<file path="src/rtl/capcal_pkg.sv">
package capcal_pkg;

   localparam logic [1:0] DIG_ZERO = 2'b00;
   localparam logic [1:0] DIG_POS  = 2'b01;
   localparam logic [1:0] DIG_BAD  = 2'b10;
   localparam logic [1:0] DIG_NEG  = 2'b11;

   // feedback mask for a maximal-length Fibonacci LFSR of a given width
   function automatic logic [31:0] tap_mask(input int unsigned w);
      logic [31:0] m;
      case (w)
         8:       m = 32'h0000_00B8;
         16:      m = 32'h0000_B400;
         24:      m = 32'h00E1_0000;
         32:      m = 32'h8020_0003;
         default: m = 32'h0000_0000;
      endcase
      return m;
   endfunction

   // product of exchange sign (1 = +1) and an encoded digit, same encoding
   function automatic logic [1:0] sign_mul(input logic s_pos, input logic [1:0] dig);
      logic [1:0] r;
      if (dig == DIG_ZERO || dig == DIG_BAD) r = DIG_ZERO;
      else if (s_pos)                         r = dig;
      else                                    r = (dig == DIG_POS) ? DIG_NEG : DIG_POS;
      return r;
   endfunction

endpackage

</file>
<file path="src/rtl/capcal_lfsr.sv">
module capcal_lfsr #(
   parameter int unsigned W    = 16,
   parameter int unsigned SEED = 32'h0000_ACE1
) (
   input  logic clk,
   input  logic rst_n,
   input  logic adv,
   output logic bit_o
);
   import capcal_pkg::*;

   localparam logic [31:0]  MASK32 = tap_mask(W);
   localparam logic [W-1:0] TAPS   = MASK32[W-1:0];
   localparam logic [W-1:0] SEED_V = W'(SEED);

   generate
      if (TAPS == '0) begin : g_bad_width
         $error("capcal_lfsr: width has no tap table entry");
      end
      if (SEED_V == '0) begin : g_bad_seed
         $error("capcal_lfsr: seed must be nonzero");
      end
   endgenerate

   logic [W-1:0] st_q;

   always_ff @(posedge clk or negedge rst_n) begin
      if (!rst_n)   st_q <= SEED_V;
      else if (adv) st_q <= {st_q[W-2:0], ^(st_q & TAPS)};
   end

   assign bit_o = st_q[0];

   p_hold_r10: assert property (@(posedge clk) disable iff (!rst_n)
      !adv |=> $stable(st_q));
   p_live_r2: assert property (@(posedge clk) disable iff (!rst_n)
      st_q != '0);
   p_shift_r2: assert property (@(posedge clk) disable iff (!rst_n)
      adv |=> st_q[W-1:1] == $past(st_q[W-2:0]));

endmodule

</file>
<file path="src/rtl/capcal_align.sv">
module capcal_align #(
   parameter int unsigned LAT = 2
) (
   input  logic clk,
   input  logic rst_n,
   input  logic adv,
   input  logic cur_i,
   output logic used_o
);
   generate
      if (LAT < 1) begin : g_bad_lat
         $error("capcal_align: LAT must be at least 1");
      end
   endgenerate

   logic [LAT-1:0] q;

   always_ff @(posedge clk or negedge rst_n) begin
      if (!rst_n) q <= '0;
      else if (adv) begin
         q[0] <= cur_i;
         for (int i = 1; i < int'(LAT); i++) q[i] <= q[i-1];
      end
   end

   assign used_o = q[LAT-1];

   p_hist_hold_r10: assert property (@(posedge clk) disable iff (!rst_n)
      !adv |=> $stable(q));
   p_hist_take_r3: assert property (@(posedge clk) disable iff (!rst_n)
      adv |=> q[0] == $past(cur_i));

endmodule

</file>
<file path="src/rtl/capcal_est.sv">
module capcal_est #(
   parameter int unsigned CODE_W  = 12,
   parameter int unsigned FRAC_W  = 10,
   parameter int unsigned STEP_SH = 6,
   parameter int          EST_LIM = 65536
) (
   input  logic                               clk,
   input  logic                               rst_n,
   input  logic                               clr,
   input  logic                               vld,
   input  logic [1:0]                         sd,
   input  logic signed [CODE_W-1:0]           res,
   output logic signed [CODE_W:0]             corr_o,
   output logic                               corr_vld_o,
   output logic signed [CODE_W+FRAC_W-1:0]    est_o
);
   import capcal_pkg::*;

   localparam int unsigned EST_W = CODE_W + FRAC_W;
   localparam int unsigned ACC_W = EST_W + 2;
   localparam int unsigned SHL   = FRAC_W - STEP_SH;
   localparam logic signed [ACC_W-1:0] LIM_P = ACC_W'(EST_LIM);
   localparam logic signed [ACC_W-1:0] LIM_N = -LIM_P;

   generate
      if (STEP_SH > FRAC_W) begin : g_bad_step
         $error("capcal_est: STEP_SH must not exceed FRAC_W");
      end
      if (EST_LIM <= 0 || longint'(EST_LIM) > (longint'(1) <<< (EST_W - 2))) begin : g_bad_lim
         $error("capcal_est: EST_LIM out of range");
      end
   endgenerate

   logic signed [EST_W-1:0]  est_q;
   logic signed [CODE_W-1:0] est_int;
   logic signed [CODE_W:0]   est_int_x, res_x, ofs, corr_d, prod;
   logic signed [ACC_W-1:0]  prod_x, delta, est_x, raw, sat;

   always_comb begin
      est_int   = est_q[EST_W-1:FRAC_W];
      est_int_x = {est_int[CODE_W-1], est_int};
      res_x     = {res[CODE_W-1], res};
      case (sd)
         DIG_POS: ofs = est_int_x;
         DIG_NEG: ofs = -est_int_x;
         default: ofs = '0;
      endcase
      corr_d = res_x + ofs;
      case (sd)
         DIG_POS: prod = corr_d;
         DIG_NEG: prod = -corr_d;
         default: prod = '0;
      endcase
      prod_x = ACC_W'(prod);
      delta  = prod_x <<< SHL;
      est_x  = ACC_W'(est_q);
      raw    = est_x - delta;
      if (raw > LIM_P)      sat = LIM_P;
      else if (raw < LIM_N) sat = LIM_N;
      else                  sat = raw;
   end

   always_ff @(posedge clk or negedge rst_n) begin
      if (!rst_n) begin
         est_q      <= '0;
         corr_o     <= '0;
         corr_vld_o <= 1'b0;
      end else begin
         corr_vld_o <= vld;
         if (vld) corr_o <= corr_d;
         if (clr)                          est_q <= '0;
         else if (vld && sd != DIG_ZERO)   est_q <= sat[EST_W-1:0];
      end
   end

   assign est_o = est_q;

   p_bound_r8: assert property (@(posedge clk) disable iff (!rst_n)
      (ACC_W'(est_q) <= LIM_P) && (ACC_W'(est_q) >= LIM_N));
   p_zero_hold_r7: assert property (@(posedge clk) disable iff (!rst_n)
      (vld && sd == DIG_ZERO && !clr) |=> $stable(est_q));
   p_zero_pass_r7: assert property (@(posedge clk) disable iff (!rst_n)
      (vld && sd == DIG_ZERO) |=> corr_o == {$past(res[CODE_W-1]), $past(res)});
   p_clear_r9: assert property (@(posedge clk) disable iff (!rst_n)
      clr |=> est_q == '0);
   p_idle_r10: assert property (@(posedge clk) disable iff (!rst_n)
      (!vld && !clr) |=> ($stable(est_q) && $stable(corr_o)));
   p_vld_r5: assert property (@(posedge clk) disable iff (!rst_n)
      vld |=> corr_vld_o);
   p_novld_r5: assert property (@(posedge clk) disable iff (!rst_n)
      !vld |=> !corr_vld_o);

endmodule

</file>
<file path="src/rtl/capcal_stage.sv">
module capcal_stage #(
   parameter int unsigned CODE_W   = 12,
   parameter int unsigned FRAC_W   = 10,
   parameter int unsigned STEP_SH  = 6,
   parameter int          EST_LIM  = 65536,
   parameter int unsigned LFSR_W   = 16,
   parameter int unsigned SEED     = 32'h0000_ACE1,
   parameter int unsigned LAT      = 2,
   parameter bit          HALF_BIT = 1'b1
) (
   input  logic                              clk,
   input  logic                              rst_n,
   input  logic                              est_clr_i,
   input  logic                              smp_vld_i,
   input  logic [1:0]                        digit_i,
   input  logic signed [CODE_W-1:0]          res_i,
   output logic                              swap_o,
   output logic signed [CODE_W:0]            corr_o,
   output logic                              corr_vld_o,
   output logic signed [CODE_W+FRAC_W-1:0]   est_o
);
   import capcal_pkg::*;

   logic swap_cur, swap_used;
   logic [1:0] sd;

   capcal_lfsr #(.W(LFSR_W), .SEED(SEED)) u_lfsr (
      .clk(clk), .rst_n(rst_n), .adv(smp_vld_i), .bit_o(swap_cur));

   capcal_align #(.LAT(LAT)) u_align (
      .clk(clk), .rst_n(rst_n), .adv(smp_vld_i), .cur_i(swap_cur), .used_o(swap_used));

   assign sd     = sign_mul(swap_used, digit_i);
   assign swap_o = swap_cur;

   capcal_est #(.CODE_W(CODE_W), .FRAC_W(FRAC_W), .STEP_SH(STEP_SH), .EST_LIM(EST_LIM)) u_est (
      .clk(clk), .rst_n(rst_n), .clr(est_clr_i), .vld(smp_vld_i), .sd(sd), .res(res_i),
      .corr_o(corr_o), .corr_vld_o(corr_vld_o), .est_o(est_o));

   p_digit_legal_r4: assert property (@(posedge clk) disable iff (!rst_n)
      smp_vld_i |-> digit_i != DIG_BAD);

   generate
      if (!HALF_BIT) begin : g_one_bit
         p_onebit_digit_r4: assert property (@(posedge clk) disable iff (!rst_n)
            smp_vld_i |-> digit_i != DIG_ZERO);
      end
   endgenerate

endmodule

</file>
<file path="config.mk">
export PLATFORM = sky130hd
export DESIGN_NAME = capcal_stage
export DESIGN_NICKNAME = d
export VERILOG_FILES = /design/src/rtl/capcal_pkg.sv /design/src/rtl/capcal_lfsr.sv /design/src/rtl/capcal_align.sv /design/src/rtl/capcal_est.sv /design/src/rtl/capcal_stage.sv
export SDC_FILE = /design/constraint.sdc
export NUM_CORES = 1
export LEC_CHECK = 0
export BUFFER_PORTS_ARGS = -buffer_cell sky130_fd_sc_hd__buf_4
export CORE_MARGIN = 5
export CORE_UTILIZATION = 66
export CTS_BUF_LIST = sky130_fd_sc_hd__clkbuf_8
export DETAILED_ROUTE_END_ITERATION = 8
export PLACE_DENSITY_LB_ADDON = 0.08
export SETUP_SLACK_MARGIN = 0.02
export SLEW_MARGIN = 20
export SYNTH_ARGS = -nofsm -noshare
export SYNTH_HDL_FRONTEND = slang
export SYNTH_SLANG_ARGS = --single-unit
</file>
<file path="constraint.sdc">
create_clock -name clk -period 10.3 [get_ports clk]
set_input_delay 0.515 -clock clk [delete_from_list [all_inputs] [get_ports clk]]
set_output_delay 0.515 -clock clk [all_outputs]
set_load 0.01 [all_outputs]
</file>
* Yosys cells after proc, flatten, opt, wreduce, memory -nomap -nowiden *
Index checks and enable logic that the tools add are counted.

word-level totals
  bits in registers = 54
  output and inout port bits = 37
  word-level logic and storage cells = 30

cells by class
  add/sub/neg operators = 4
  $lt $le $gt $ge = 2
  eq/ne operators = 4
  multiplexer cells = 9
  reductions and logical operators = 6

operators with widths
  cell                  count
  $mux 22               4
  $pmux 13 s2           2
  $gt 23x18->1 const B  1
  $lt 23x17->1 const B  1
  $sub 22x17->23        1
  $reduce_xor 16->1     1
  $add 12x13->13        1
  $neg 12->13           1
  $neg 13->13           1
  $mux 2                3
  $eq 2x1->1 const B    2
  $eq 2x2->1 const B    2
  $reduce_bool 2->1     2
  $logic_not 2->1       1
  $logic_and 1x1->1     1
  $logic_or 1x1->1      1

* Longest topological paths before layout *
Gate-level depths: netlist of run 1.

  depth in word-level cells = 15
  gate-level depth with buffers = 27

* Hierarchy *
Synthesis of run 1 repeated with hierarchy kept, for this count alone.

unflattened totals
  cells, all modules = 509
  area, all modules = 4540.6 um2

by module, submodules not included
  module        instances  cells each  area each (um2)  sequential area each (um2)
  capcal_est    1          464         3773.6           800.8
  capcal_lfsr   1          38          675.6            410.4
  capcal_align  1          4           72.6             50.0
  capcal_stage  1          3           18.8             0.0

* Worst setup path after synthesis of run 1 *
No wires, ideal clock.

  path kind = input to register
  from = in digit_i[1]
  to = reg u_est.est_q[10] (netlist: u_est.est_o[10])
  arrival time = 5.991 ns
  setup slack = 4.222 ns
  stages = 24
  buffers on the path = 3
  cell sequence = xor2_1 -> clkbuf_1 -> clkbuf_1 -> nand2_1 -> a21boi_0 -> ha_1 -> a211oi_2 -> or4b_1 -> nand3_2 -> or3_4 -> or4b_4 -> o31ai_4 -> xnor2_1 -> nand2_1 -> ha_1 -> buf_2 -> a21oi_2 -> o21ai_1 -> or3_1 -> or3_1 -> a41o_1 -> and4bb_2 -> nand3_2 -> o211ai_1

on the way
  longest elaborated chain between the ends = 15
  elaborated cells between the ends (all ways) = 23

RTL lines
  what                                      RTL line                            source
  start, declared                           capcal_stage.sv:15                  input logic [1:0] digit_i,
  $eq 2x1->1                                capcal_pkg.sv:26                    else r = (dig == DIG_POS) ? DIG_NEG : DIG_POS;
  $mux 2                                    capcal_pkg.sv:26
  $mux 2                                    capcal_pkg.sv:25                    else if (s_pos) r = dig;
  $mux 2 *                                  capcal_pkg.sv:24                    if (dig == DIG_ZERO || dig == DIG_BAD) r = DIG_ZERO;
  $eq 2x2->1 or $eq 2x1->1 (tied branches)  capcal_est.sv:43, capcal_est.sv:49
  $pmux 13 s2                               capcal_est.sv:43                    case (sd)
  $add 12x13->13                            capcal_est.sv:48                    corr_d = res_x + ofs;
  $neg 13->13                               capcal_est.sv:51                    DIG_NEG: prod = -corr_d;
  $pmux 13 s2                               capcal_est.sv:49                    case (sd)
  $sub 22x17->23                            capcal_est.sv:57                    raw = est_x - delta;
  $lt 23x17->1                              capcal_est.sv:59                    else if (raw < LIM_N) sat = LIM_N;
  $mux 22                                   capcal_est.sv:59
  $mux 22                                   capcal_est.sv:58                    if (raw > LIM_P) sat = LIM_P;
  $mux 22                                   capcal_est.sv:72                    else if (vld && sd != DIG_ZERO) est_q <= sat[EST_W-1:0];
  $mux 22                                   capcal_est.sv:71                    if (clr) est_q <= '0;
  end signal, assigned                      capcal_est.sv:72
  end, declared                             capcal_est.sv:34                    logic signed [EST_W-1:0] est_q;

Mark *: on every way between the ends. The rest lies on a longest branch, timed or not. The select of a mux whose other input is x is not followed.
A chain may end at the register's enable or synchronous reset.

==> results of run 1 <==
layout make-up:
class	instances	area, sq um
well taps	96	120
inverters	17	63.8
multi-input cells	473	3320
clock buffers	5	68.8
fillers	494	1620
repair buffers	52	390
clock inverters	3	68.8
flip-flops and latches	48	1210
power by group through the flow:
stage	registers [uW]	logic, uW	clock network (uW)
floorplan	329	1080	0
global placement	324	1400	0
detailed placement	329	1430	0
CTS	326	1440	171
global route	338	1610	181
finish	327	1470	170
cell families after synthesis:
family / count (synthesis) / synth area share, %
AO/OA/AOI/OAI: 145 / 22.5
XOR/XNOR: 35 / 6.65
adder cells (fa/ha/maj): 34 / 9.32
buffers and inverters: 47 / 4.63
flip-flops: 48 / 25.6
multiplexers: 25 / 5.90
other: 1 / 0.0794
AND/OR/NAND/NOR: 230 / 25.3
final timing paths:
| kind | from | endpoint | slack (ps) | cells after the start |
|---|---|---|---|---|
| min in group clk | est_clr_i | u_est.est_o[16] | 360 | 2 |
| max | u_lfsr.st_q[2] | u_est.est_o[12] | 3240 | 21 |
| min | rst_n | u_est.corr_o[12] | 200 | 1 |
| max reg2reg | u_lfsr.st_q[2] | u_est.est_o[12] | 3240 | 21 |
| min reg2reg | u_est.corr_o[6] | u_est.corr_o[6] | 520 | 1 |
| max in group asynchronous | rst_n | u_est.est_o[12] | 9690 | 1 |
routing by layer:
| metal | global-route usage (%) | vias to the layer above | wire, microns |
|---|---|---|---|
| li1 | - | 2146 | - |
| met1 | 41.0 | 2146 | 5480 |
| met2 | 47.3 | 203 | 5830 |
| met3 | 5.02 | 32 | 1050 |
| met4 | 7.33 | 0 | 252 |
| met5 | 0 | - | 0 |
cells in the final DEF, fill, tap and decap left out, types with 9 or more instances in the layout:
cell type,Yosys,routed
a21oi_1,32,32
and3_1,12,12
nor2_1,48,48
inv_1,17,17
buf_4,4,52
nand3_1,14,14
xor2_1,14,13
nand2_1,63,63
o211ai_1,18,18
o21ai_0,19,19
or3_1,9,9
mux2_2,23,23
dfrtp_1,40,40
nor3_1,14,14
xnor2_1,20,19
and2_1,16,16
ha_1,32,32
cells in the mapped netlist (4+ instances only):
| master | n | share of area [%] |
|---|---|---|
| nand2_1 | 63 | 5.0 |
| nor2_1 | 48 | 3.8 |
| dfrtp_1 | 40 | 21 |
| a21oi_1 | 32 | 3.4 |
| ha_1 | 32 | 8.5 |
| mux2_2 | 23 | 5.5 |
| xnor2_1 | 20 | 3.7 |
| o21ai_0 | 19 | 2.0 |
| o211ai_1 | 18 | 2.9 |
| inv_1 | 17 | 1.4 |
| and2_1 | 16 | 2.1 |
| clkbuf_1 | 14 | 1.1 |
| nand3_1 | 14 | 1.5 |
| nor3_1 | 14 | 1.5 |
| xor2_1 | 14 | 2.6 |
| and3_1 | 12 | 1.6 |
| buf_2 | 10 | 1.1 |
| or3_1 | 9 | 1.2 |
| a211oi_1 | 8 | 1.3 |
| dfstp_2 | 8 | 4.4 |
| nand3b_1 | 8 | 1.3 |
| nor2b_1 | 8 | 1.1 |
| o21a_1 | 7 | 1.1 |
| nand2b_1 | 6 | 0.79 |
| nand4_1 | 6 | 0.79 |
| a21o_1 | 5 | 0.79 |
| a32oi_1 | 5 | 0.93 |
| o31ai_1 | 5 | 0.79 |
| a2111oi_0 | 4 | 0.74 |
| a21boi_0 | 4 | 0.64 |
| buf_4 | 4 | 0.64 |
| nor4_1 | 4 | 0.53 |
critical path: cells and delay by family, from the launching register on:
family | cells | cell delay [ps]
adder cells (fa/ha/maj) | 2 | 880
XOR/XNOR | 2 | 910
flip-flops | 1 | 490
AND/OR/NAND/NOR | 11 | 2860
AO/OA/AOI/OAI | 6 | 1830
state kept, by name (all words and copies together), names as in the netlist:
register / count
u_lfsr.st_q: 15
u_est.corr_o: 13
u_est.corr_vld_o: 1
u_est.est_o: 18
u_align.q: 1
stage by stage:
| stage | hold slack (ps) | setup WS, ps | instance area, sq um | total power, uW | instances |
|---|---|---|---|---|---|
| global route | 240 | 3080 | 5250 | 2130 | 694 |
| detailed placement | 496 | 2990 | 5090 | 1760 | 686 |
| global placement | 484 | 3360 | 5090 | 1730 | 686 |
| CTS | 219 | 3080 | 5230 | 1940 | 694 |
| finish | 195 | 3240 | 5250 | 1970 | 694 |
| floorplan | 219 | 4220 | 4740 | 1410 | 568 |
==> flow_metrics.tcl, run 1 <==
set metrics [dict create \
    min_period_ps 7060 \
    layout-drive-gt1-share_pct 19.1 \
    crit_fanout 21 \
    die_x_microns 94.6 \
    cpMaxStageDelayCell "xor2_2" \
    postCtsHoldBufs 0 \
    ys_types 79 \
    drc 0 \
    ys_ff_latch 48 \
    h-tree-depth 2 \
    power_density_nw_per_um2 376 \
    syn_avg_cell_area_sq_um 8.36 \
    hold_viol 0 \
    routed_wirelength_mm 12.6 \
    cts-root-buf "clkbuf_8" \
    n_antenna_cell 0 \
    worstPathCellList "xor2_2 > nand2_1 > a21boi_0 > ha_1 > a211oi_2 > or4b_1 > nand3_2 > or3_4 > nor4b_1 > a41oi_1 > xnor2_1 > nand2_1 > ha_1 > nand2_1 > nor4bb_1 > a211oi_1 > nor3b_1 > a2111oi_0 > and4bb_2 > nand3_2 > o211ai_1" \
    die_area_sq_um 8950 \
    row_count 30 \
    cts_buffers 5 \
    netlist_instances 565 \
    routed_via_density 6.52 \
    overflow 0 \
    start_kind "register" \
    vdd_drop_max_mv 0.190 \
    p_sw_share_pct 51.8 \
    cts_buffer_depth 2 \
    slew_headroom_pct 43.8 \
    synth-edff-count 0 \
    cts_num_sinks 48 \
    dr.pass1.iters 7 \
    hold_path.class "in -> async" \
    utilization_pct 76.4 \
    cts_tree "yes" \
    insertion_delay_ps 320 \
    die_h_microns 94.6 \
    fin_skew_ps 5.29 \
    status "finished clean" \
    yosys_warnings 0 \
    cpMostUsedCell "nand2_1" \
    internal_power_uw 949 \
    seq_area_frac_synth_pct 25.6 \
    rsz0062_at_grt "false" \
    grt_pass1_wl_mm 21.1 \
    num_vias 4527 \
    initial_core_util_pct 68.8 \
    grt_start_max_net_pins 49 \
    area_delta_synth_final_pct 11.0 \
    dp_hpwl_mm 9.48 \
    critPathCaptureType "register" \
    drtIter0Drc 321 \
    cts_setup_buffers 0 \
    required_ps 10530 \
    p_sw_uw 1020 \
    drv_slew 0 \
    post_cts_resized 0 \
    portBuffers 50 \
    arrival_ps 7280 \
    synthesis.area_sq_um 4730 \
    synthArstFlopShare_pct 100 \
    ant_nets 0 \
    clock.fmax_ghz 0.142 \
    layout.nets 649 \
    wire_per_inst_microns 18.2 \
    worstSetupPathType "reg -> reg" \
    grt_use_total_pct 29.3 \
    p_comb_share_pct 74.7 \
    clk_pin_slew_ps 100 \
    grt_pass1_vias 4288 \
    seqPwrFrac_pct 16.6 \
    timing.final.crit_share_pct 68.5 \
    cpPeakStageDelay_ps 690 \
    clockPowerShare_pct 8.6 \
    drv_cap 0 \
    pin_count 55 \
    core_sq_um 6870 \
    tightest_slew_ps 842 \
    synthFlopType "dfrtp_1" \
    gp_congestion 0.915 \
    setup_viol_count_final 0 \
    antenna_found_initial 0 \
    p_leak_uw 0.00235 \
    fin_tns_setup_ps 0 \
]
No activity file was read; power rests on OpenSTA's default activity.
==> run 2, diff against run 1 <==
--- a/config.mk
+++ b/config.mk
@@ -5,9 +5,10 @@
 export SDC_FILE = /design/constraint.sdc
 export NUM_CORES = 1
 export LEC_CHECK = 0
+export ABC_AREA = 1
 export BUFFER_PORTS_ARGS = -buffer_cell sky130_fd_sc_hd__buf_4
 export CORE_MARGIN = 5
-export CORE_UTILIZATION = 66
+export CORE_UTILIZATION = 55
 export CTS_BUF_LIST = sky130_fd_sc_hd__clkbuf_8
 export DETAILED_ROUTE_END_ITERATION = 8
 export PLACE_DENSITY_LB_ADDON = 0.08
==> constraint.sdc (replaced) <==
create_clock -name clk -period 6.4 [get_ports clk]
set_input_delay 0.32 -clock clk [delete_from_list [all_inputs] [get_ports clk]]
set_output_delay 0.32 -clock clk [all_outputs]
set_load 0.01 [all_outputs]
==> run 2 against run 1 <==
Maximum frequency increased by 24%; synthesized cell count grew 25%; via count decreased by 2.3%; total power up 30%; register-to-register slack lost 2500 ps; count of clock-buffer cells in the layout did not move; area after synthesis down 5.6%; combinational power rose by 29%; critical endpoint is now u_est.est_o[13]; global-route usage down 6.0 points; clock skew up 3.3 ps; non-clock buffer count shrank 2.
==> flow_metrics.tcl, run 2 <==
set metrics [dict create \
    fin_tns_setup_ps 0 \
    synth_top_area_share_pct 22.4 \
    setup_viol_count_final 0 \
    initial_core_util_pct 57.1 \
    drc 0 \
    dp_hpwl_mm 9.34 \
    die_area_sq_um 10000 \
    drv_cap 0 \
    hold_path.class "in -> async" \
    slew_headroom_pct 32.7 \
    drv_slew 0 \
    p_leak_uw 0.00277 \
    synth_top_family_by_area "simple AND/OR/NAND/NOR gates" \
    synth-edff-count 0 \
    synth.area.top_cells "dfrtp_1 22%, nand2_1 18%, inv_1 9.3%" \
    regArea_sq_um 1210 \
    reg2reg_slack_ps 720 \
    area_delta_synth_final_pct 11.2 \
    ys_ff_latch 48 \
    cpMaxStageDelayCell "ha_1" \
    synthesis.area_sq_um 4460 \
    setup_ws_ps 720 \
    portBuffers 50 \
    cts-root-buf "clkbuf_8" \
    gp_congestion 0.961 \
    cts_num_sinks 48 \
    critPathCaptureType "register" \
    num_vias 4425 \
    synthXorXnorAreaFrac_pct 3.70 \
    routed_wirelength_mm 11.5 \
    worstSetupPathType "reg -> reg" \
    place_inst 841 \
    cts_buffers 5 \
    yosysTopAreaCell "dfrtp_1" \
    r2r_end "u_est.est_o[13]" \
    hold_viol 0 \
    largest_reg_flops 18 \
    min_period_ps 5680 \
    drtIter0Drc 192 \
    pin_count 55 \
    cts_tree "yes" \
    n_antenna_cell 0 \
    synthMuxAreaShare_pct 0 \
    place_ws_ps 465 \
    rsz0062_at_grt "false" \
    ys_types 36 \
    dr.pass1.iters 5 \
    cts_setup_buffers 0 \
    synth-simple-area-share_pct 34.2 \
    ant_nets 0 \
    layout.nets 798 \
    clk_pin_slew_ps 90 \
    layout-drive-gt1-share_pct 11.8 \
    overflow 0 \
    layout_common_cells "217 x nand2_1, 112 x inv_1, 59 x o21ai_0, 54 x nand3_1, 52 x nor2_1" \
    cts_buffer_depth 2 \
    h-tree-depth 2 \
    antenna_found_initial 0 \
    die_h_microns 100 \
    crit_fanout 14 \
    cpMostUsedCell "nand2_1" \
    clock.fmax_ghz 0.176 \
    row_count 32 \
    r2r_start "u_lfsr.st_q[2]" \
    final_common_cell "nand2_1" \
    final_cells 849 \
    synth.most_common_cell "nand2_1" \
    status "finished clean" \
    core_sq_um 7810 \
    synthFlopType "dfrtp_1" \
    multi_input_area_sq_um 2740 \
    required_ps 6640 \
    die_x_microns 100 \
    arrival_ps 5920 \
    post_cts_resized 0 \
    seq_area_frac_synth_pct 27.1 \
    tightest_slew_ps 1010 \
    reg2reg_depth 31 \
    netlist_instances 705 \
    yosys.area_share.adder_pct 9.87 \
    insertion_delay_ps 300 \
    start_kind "register" \
    vdd_drop_max_mv 0.311 \
    cpPeakStageDelay_ps 460 \
    wire_per_inst_microns 13.5 \
    timing.final.crit_share_pct 88.7 \
    grt_use_total_pct 23.3 \
    grt_pass1_vias 4148 \
    syn_avg_cell_area_sq_um 6.33 \
    synthArstFlopShare_pct 100 \
    routed_via_density 5.21 \
    postCtsHoldBufs 0 \
    grt_start_max_net_pins 49 \
    fin_skew_ps 8.57 \
    yosys_warnings 0 \
    synth-compound-area-share_pct 13.1 \
    fillCellCount 742 \
    grt_pass1_wl_mm 19.2 \
    synth_common_cells "218 x nand2_1, 111 x inv_1, 59 x o21ai_0, 54 x nand3_1, 52 x nor2_1" \
    power_density_nw_per_um2 515 \
    power_uw 2560 \
]
[run 2: cell types whose count changed after synthesis, moves of 12 or more]
| cell | change |
|---|---|
| o21ai_0 | +40 |
| nand3_1 | +40 |
| nand2_1 | +155 |
| and2_1 | -15 |
| and3_1 | -12 |
| inv_1 | +94 |
| o211ai_1 | -17 |
| mux2_2 | -23 |
[run 2: per-stage QoR]
step / cell area (sq um) / hold slack [ps] / util [%]
after floorplan: 4470 / 24.4 / -
after global placement: 4870 / 357 / 62.3
after detailed placement: 4870 / 362 / 62.3
after CTS: 4950 / 34.7 / 63.4
after global routing: 4960 / 68.5 / 63.6
final: 4960 / 12.7 / 63.6
[run 2: final cells by class]
class / instances / share of cell area, %
Timing Repair Buffer: 50 / 7.56
Clock buffer: 5 / 1.39
Tap cell: 102 / 2.57
Inverter: 113 / 8.55
Multi-Input combinational cell: 528 / 55.2
Clock inverter: 3 / 0.328
Sequential cell: 48 / 24.4
[run 2: cells by family (layout without fill, tap and decap cells)]
group | Yosys count | count (layout)
AOI/OAI and AO/OA | 111 | 111
xor gates and xnor gates | 18 | 18
adders and majority gates | 34 | 34
buffers and inverters | 132 | 171
DFF | 48 | 48
other | 1 | 4
and+or+nand+nor | 361 | 361
[run 2: worst max-delay path by stage]
stage                           end  slack, ps  cells past startpoint            from
floorplan           u_est.est_o[10]       1780                     31  u_lfsr.st_q[2]
global placement    u_est.est_o[15]        590                     31      digit_i[1]
detailed placement   u_est.est_o[7]        460                     31      digit_i[1]
CTS                 u_est.est_o[13]        490                     31  u_lfsr.st_q[2]
global route         u_est.est_o[8]        190                     33  u_lfsr.st_q[2]
finish              u_est.est_o[13]        720                     31  u_lfsr.st_q[2]
[run 2: worst max-delay path, delay by kind of cell, from the launching register on]
family | cells | cell delay [ps]
XOR/XNOR | 1 | 390
buffers and inverters | 4 | 600
AND/OR/NAND/NOR | 19 | 2490
flip-flops | 1 | 390
adder cells (fa/ha/maj) | 2 | 780
AO/OA/AOI/OAI | 5 | 990
[run 2: report_power, final]
part | switching, uW | internal, uW | total (uW)
combinational | 1250 | 650 | 1900
clock | 102 | 75.0 | 177
sequential | 79.9 | 404 | 483
[run 2: per-layer routing]
metal  vias to the layer above  wire [microns]  global-route usage (%)  share of wire (%)
met5                         -               0                       0                  0
met4                         0             218                    6.32                1.9
met3                        15             362                    2.15                3.2
met2                        84            5620                    40.8                 49
met1                      2020            5280                    30.8                 46
li1                       2306               -                       -                  -
